$ cat src/rtl/usbphy_pkg.sv
package usbphy_pkg;

    localparam int CTRL_W          = 8;
    localparam int LP_W            = 16;
    localparam int STAT_W          = 16;
    localparam int ROUTE_W         = 2;

    localparam int CTRL_PLLRST_BIT = 0;
    localparam int CTRL_CONN_BIT   = 2;
    localparam int LP_SUSP_BIT     = 14;
    localparam int STAT_LOCK_LO    = 8;
    localparam int STAT_LOCK_HI    = 9;

    localparam logic [ROUTE_W-1:0] ROUTE_HS = 2'b11;

    typedef enum logic [2:0] {
        ST_IDLE,
        ST_ON_RST,
        ST_ON_SUSP,
        ST_POLL,
        ST_OFF_CONN,
        ST_OFF_SUSP,
        ST_OFF_RST
    } seq_state_e;

    typedef enum logic [2:0] {
        OP_NONE,
        OP_CLR_RST,
        OP_SET_SUSP,
        OP_SET_CONN,
        OP_CLR_CONN,
        OP_CLR_SUSP,
        OP_SET_RST
    } reg_op_e;

    typedef struct packed {
        logic done;
        logic err;
    } seq_result_t;

    function automatic logic pll_locked(input logic [STAT_W-1:0] s);
        return s[STAT_LOCK_HI] & s[STAT_LOCK_LO];
    endfunction

endpackage

$ cat src/rtl/usbphy_us_tick.sv
module usbphy_us_tick #(
    parameter int CLK_MHZ = 200
) (
    input  logic clk,
    input  logic rst,
    input  logic restart,
    output logic tick
);
    localparam int CNT_W = (CLK_MHZ > 1) ? $clog2(CLK_MHZ) : 1;
    localparam logic [CNT_W-1:0] RELOAD = CNT_W'(CLK_MHZ - 1);

    logic [CNT_W-1:0] cnt;

    always_ff @(posedge clk) begin
        if (rst || restart) begin
            cnt <= '0;
        end else if (cnt == '0) begin
            cnt <= RELOAD;
        end else begin
            cnt <= cnt - 1'b1;
        end
    end

    assign tick = (cnt == '0);
endmodule

$ cat src/rtl/usbphy_seq_fsm.sv
module usbphy_seq_fsm
    import usbphy_pkg::*;
#(
    parameter int LOCK_TRIES = 20
) (
    input  logic               clk,
    input  logic               rst,
    input  logic               on_req,
    input  logic               off_req,
    input  logic [ROUTE_W-1:0] route,
    input  logic               locked,
    input  logic               tick,
    output reg_op_e            op,
    output logic               tick_restart,
    output logic               busy,
    output seq_result_t        result
);
    localparam int TRY_W = (LOCK_TRIES > 1) ? $clog2(LOCK_TRIES) : 1;
    localparam logic [TRY_W-1:0] LAST_TRY = TRY_W'(LOCK_TRIES - 1);

    seq_state_e       state;
    logic [TRY_W-1:0] tries;

    always_ff @(posedge clk) begin
        if (rst) begin
            state  <= ST_IDLE;
            tries  <= '0;
            result <= '0;
        end else begin
            result <= '0;
            unique case (state)
                ST_IDLE: begin
                    if (on_req || off_req) begin
                        if (route != ROUTE_HS) begin
                            result.done <= 1'b1;
                        end else if (off_req) begin
                            state <= ST_OFF_CONN;
                        end else begin
                            state <= ST_ON_RST;
                        end
                    end
                end
                ST_ON_RST:  state <= ST_ON_SUSP;
                ST_ON_SUSP: begin
                    state <= ST_POLL;
                    tries <= '0;
                end
                ST_POLL: begin
                    if (tick) begin
                        if (locked) begin
                            result.done <= 1'b1;
                            state       <= ST_IDLE;
                        end else if (tries == LAST_TRY) begin
                            result.done <= 1'b1;
                            result.err  <= 1'b1;
                            state       <= ST_IDLE;
                        end else begin
                            tries <= tries + 1'b1;
                        end
                    end
                end
                ST_OFF_CONN: state <= ST_OFF_SUSP;
                ST_OFF_SUSP: state <= ST_OFF_RST;
                ST_OFF_RST: begin
                    result.done <= 1'b1;
                    state       <= ST_IDLE;
                end
                default: state <= ST_IDLE;
            endcase
        end
    end

    always_comb begin
        op = OP_NONE;
        unique case (state)
            ST_ON_RST:   op = OP_CLR_RST;
            ST_ON_SUSP:  op = OP_SET_SUSP;
            ST_POLL:     op = (tick && locked) ? OP_SET_CONN : OP_NONE;
            ST_OFF_CONN: op = OP_CLR_CONN;
            ST_OFF_SUSP: op = OP_CLR_SUSP;
            ST_OFF_RST:  op = OP_SET_RST;
            default:     op = OP_NONE;
        endcase
    end

    assign tick_restart = (state == ST_ON_SUSP);
    assign busy         = (state != ST_IDLE);
endmodule

$ cat src/rtl/usbphy_ctl_regs.sv
module usbphy_ctl_regs
    import usbphy_pkg::*;
(
    input  logic              clk,
    input  logic              rst,
    input  reg_op_e           op,
    output logic [CTRL_W-1:0] ctrl_q,
    output logic [LP_W-1:0]   lp_q
);
    localparam logic [CTRL_W-1:0] CTRL_RST_VAL = CTRL_W'(1) << CTRL_PLLRST_BIT;

    always_ff @(posedge clk) begin
        if (rst) begin
            ctrl_q <= CTRL_RST_VAL;
            lp_q   <= '0;
        end else begin
            unique case (op)
                OP_CLR_RST:  ctrl_q[CTRL_PLLRST_BIT] <= 1'b0;
                OP_SET_RST:  ctrl_q[CTRL_PLLRST_BIT] <= 1'b1;
                OP_SET_CONN: ctrl_q[CTRL_CONN_BIT]   <= 1'b1;
                OP_CLR_CONN: ctrl_q[CTRL_CONN_BIT]   <= 1'b0;
                OP_SET_SUSP: lp_q[LP_SUSP_BIT]       <= 1'b1;
                OP_CLR_SUSP: lp_q[LP_SUSP_BIT]       <= 1'b0;
                default: ;
            endcase
        end
    end
endmodule

$ cat src/rtl/usbphy_pwr_seq.sv
module usbphy_pwr_seq
    import usbphy_pkg::*;
#(
    parameter int CLK_MHZ    = 200,
    parameter int LOCK_TRIES = 20
) (
    input  logic               clk,
    input  logic               rst,
    input  logic               pwr_on_req,
    input  logic               pwr_off_req,
    input  logic [ROUTE_W-1:0] route_sel,
    input  logic [STAT_W-1:0]  phy_status,
    output logic [CTRL_W-1:0]  ctrl_reg,
    output logic [LP_W-1:0]    lpm_reg,
    output logic               busy,
    output logic               done,
    output logic               err
);
    reg_op_e     op;
    logic        tick;
    logic        tick_restart;
    seq_result_t result;

    usbphy_us_tick #(.CLK_MHZ(CLK_MHZ)) u_tick (
        .clk     (clk),
        .rst     (rst),
        .restart (tick_restart),
        .tick    (tick)
    );

    usbphy_seq_fsm #(.LOCK_TRIES(LOCK_TRIES)) u_fsm (
        .clk          (clk),
        .rst          (rst),
        .on_req       (pwr_on_req),
        .off_req      (pwr_off_req),
        .route        (route_sel),
        .locked       (pll_locked(phy_status)),
        .tick         (tick),
        .op           (op),
        .tick_restart (tick_restart),
        .busy         (busy),
        .result       (result)
    );

    usbphy_ctl_regs u_regs (
        .clk    (clk),
        .rst    (rst),
        .op     (op),
        .ctrl_q (ctrl_reg),
        .lp_q   (lpm_reg)
    );

    assign done = result.done;
    assign err  = result.err;
endmodule

$ cat config.mk
export PLATFORM = sky130hd
export DESIGN_NAME = usbphy_pwr_seq
export DESIGN_NICKNAME = d
export VERILOG_FILES = /design/src/rtl/usbphy_pkg.sv /design/src/rtl/usbphy_us_tick.sv /design/src/rtl/usbphy_seq_fsm.sv /design/src/rtl/usbphy_ctl_regs.sv /design/src/rtl/usbphy_pwr_seq.sv
export SDC_FILE = /design/constraint.sdc
export NUM_CORES = 1
export LEC_CHECK = 0
export ABC_AREA = 1
export BUFFER_PORTS_ARGS = -buffer_cell sky130_fd_sc_hd__buf_2
export CELL_PAD_IN_SITES_DETAIL_PLACEMENT = 0
export CELL_PAD_IN_SITES_GLOBAL_PLACEMENT = 1
export CORE_MARGIN = 3
export CORE_UTILIZATION = 36
export CTS_CLUSTER_SIZE = 16
export DETAILED_ROUTE_END_ITERATION = 10
export PLACE_DENSITY = 0.95
export SLEW_MARGIN = 10
export SYNTH_ARGS = -nofsm -noshare
export SYNTH_HDL_FRONTEND = slang
export SYNTH_HIERARCHICAL = 1
export SYNTH_SLANG_ARGS = --single-unit
$ cat constraint.sdc
create_clock -name clk -period 3.85 [get_ports clk]
set_clock_uncertainty 0.05 [all_clocks]
set_input_delay 0.5775 -clock clk [delete_from_list [all_inputs] [get_ports clk]]
set_output_delay 0.5775 -clock clk [all_outputs]
set_load 0.01 [all_outputs]
==> results.sh <==
export IMPL_worstPathRequired_ns=3.22
export IMPL_hold_violations=0
export IMPL_yosysTopAreaCellShare=0.310
export IMPL_cts_root_buf="clkbuf_8"
export IMPL_grt_pass1_wl_um=4030
export IMPL_cts_tree="built"
export IMPL_fin_area_um2=1430
export IMPL_cts_path_max_buffers=2
export IMPL_wl_per_cell_um=8.84
export IMPL_wl_um=2380
export IMPL_clk_latency_ns=0.26
export IMPL_start_util=0.388
export IMPL_io_pins=49
export IMPL_ant_nets=0
export IMPL_synth_edf_count=0
export IMPL_cellPowerDensity_nw_per_um2=734
export IMPL_core_area_um2=3490
export IMPL_path_class="reg2out"
export IMPL_cp_max_fo=8
export IMPL_drive_gt1_frac=0.135
export IMPL_yosysMostFrequentCell="nand2_1"
export IMPL_r2r_slack_ns=2.08
export IMPL_place_gp_congestion=0.780
export IMPL_ys_flop_type="dfxtp_1"
export IMPL_synth_area_um2=1360
export IMPL_die_h_um=67.4
export IMPL_synth_cells=208
export IMPL_postCtsSetupRepairBufs=0
export IMPL_arrival_ns=1.16
export IMPL_synthToLayoutAreaGrowth_pct=5.44
export IMPL_synth_common_cells="nand2_1, nor2_1, inv_1, buf_4, dfxtp_1"
export IMPL_max_vdd_ir_drop_mv=0.281
export IMPL_dr_pass1_iters=4
export IMPL_rsz0062_at_grt="false"
export IMPL_port_buffer_count=13
export IMPL_fmaxAchievable_mhz=558
export IMPL_holdCritPathClass="reg2reg"
export IMPL_drt_initial_drc_count=42
export IMPL_ys_warn_count=6
export IMPL_power_leakage_nw=0.769
export IMPL_grt_max_degree=12
export IMPL_synth_seq_area_share=0.310
export IMPL_rows=21
export IMPL_ctsResizeCount=0
export IMPL_path_clk_slew_ns=0.08
export IMPL_ys_ff_latch=21
export IMPL_fp_dieArea_um2=4540
export IMPL_drt_vias_per_instance=4.29
export IMPL_yosys_area_top_type="dfxtp_1"
export IMPL_n_antenna_cell=0
export IMPL_die_x_um=67.4
export IMPL_overflow=0
export IMPL_hold_buffers=0
export IMPL_endpoint_kind="primary output"
export IMPL_dr_total_vias=1154
export IMPL_finalSetupViolCount=0
export IMPL_worstHoldStart="u_regs/ctrl_q[0]$_SDFFE_PP1P_"
export IMPL_first_global_vias=992
export IMPL_rr_startpoint="u_tick/cnt[0]$_SDFF_PP0_"
export IMPL_post_dp_cell_area_um2=1390
export IMPL_synthTopCellsByArea="dfxtp_1, nand2_1, buf_4, nor2_1, inv_1"
export IMPL_period_needed_ns=1.79
export IMPL_drv_cap=0
export IMPL_fin_tns_setup_ns=0
export IMPL_numCtsBuffers=3
export IMPL_status="finished, final reports clean"
export IMPL_dp_hpwl_um=1890
export IMPL_cts_htree_levels=1
export IMPL_clock_sinks=21
export IMPL_slew_violations=0
export IMPL_antenna_found_initial=0
export IMPL_drc=0
export IMPL_critPathLaunch="u_fsm/state[1]$_SDFFE_PP0P_"
export IMPL_async_flop_share=0
export IMPL_final_nets=249
export IMPL_track_usage=0.117
export IMPL_syn_avg_cell_area_um2=6.53
export IMPL_n_fill_cell=376
export IMPL_synth_cell_type_count=26
export IMPL_critPathLaunchType="register"
export IMPL_finalCritPeriodShare=0.465
[placed cells by master, fill, tap and decap left out, types with 2 or more instances in the layout]
cell	count
a21oi_1	5
a31oi_1	2
buf_2	13
clkbuf_8	3
conb_1	21
dfxtp_1	21
ha_1	3
inv_1	30
inv_2	4
nand2_1	48
nand2_2	2
nand3_1	16
nor2_1	33
nor2_2	5
nor3_1	3
xor2_1	3
[final cells by class]
cell class	count	area, um^2	share of cell area
multi-input combinational	151	716	0.500
timing repair buffer	13	65.1	0.0455
clock buffer	4	45.0	0.0315
sequential	21	420	0.294
tap	46	57.6	0.0402
inverter	34	128	0.0892
[where the power goes]
group | total [mW] | internal (mW) | leakage [nW] | switching [mW]
sequential | 0.376 | 0.297 | 0.172 | 0.0791
clock | 0.144 | 0.0737 | 0.0228 | 0.0699
combinational | 0.530 | 0.196 | 0.574 | 0.334
[per-layer routing]
layer / track usage / routed length [um]
met1: 0.154 / 1160
met2: 0.177 / 1040
met3: 0.0200 / 135
met4: 0.0684 / 46
met5: 0 / 0
[per-stage QoR]
stage / utilization / power (mW) / setup WS [ns] / std cells / hold WS [ns]
6_report: 0.410 / 1.05 / 2.06 / 269 / 0.404
3_3_place_gp: 0.397 / 0.905 / 2.10 / 265 / 0.385
4_1_cts: 0.410 / 1.06 / 2.04 / 269 / 0.408
3_5_place_dp: 0.397 / 0.912 / 2.10 / 265 / 0.389
5_1_grt: 0.410 / 1.16 / 1.87 / 269 / 0.425
2_1_floorplan: - / 0.828 / 2.29 / 228 / 0.402
[critical path, cell delays in order, from the launching register on]
cell     delay (ns)
dfxtp_1        0.40
nor3_1         0.30
inv_1          0.06
buf_2          0.14
[final timing paths]
check	depth (start not counted)	to
max	3	busy
min	2	u_regs/ctrl_q[0]$_SDFFE_PP1P_
max reg2reg	12	u_regs/ctrl_q[2]$_SDFFE_PP0P_
min reg2reg	2	u_regs/ctrl_q[0]$_SDFFE_PP1P_
[registers in the layout, summed over array words and instances (netlist names)]
signal	flops
u_tick/cnt	8
u_fsm/tries	5
u_fsm/state	3
u_fsm/result	2
u_regs/ctrl_q	2
u_regs/lp_q	1
[kinds of logic (layout without fill, tap and decap cells)]
family	after synthesis	after routing	synth area share
adder cells (fa/ha/maj)	3	3	0.0277
flip-flops	21	21	0.310
AND/OR/NAND/NOR	112	112	0.370
other	1	21	0.00276
XOR/XNOR	3	3	0.0194
buffers and inverters	56	51	0.218
AO/OA/AOI/OAI	12	12	0.0525
Power figures use the tool's default switching activity.
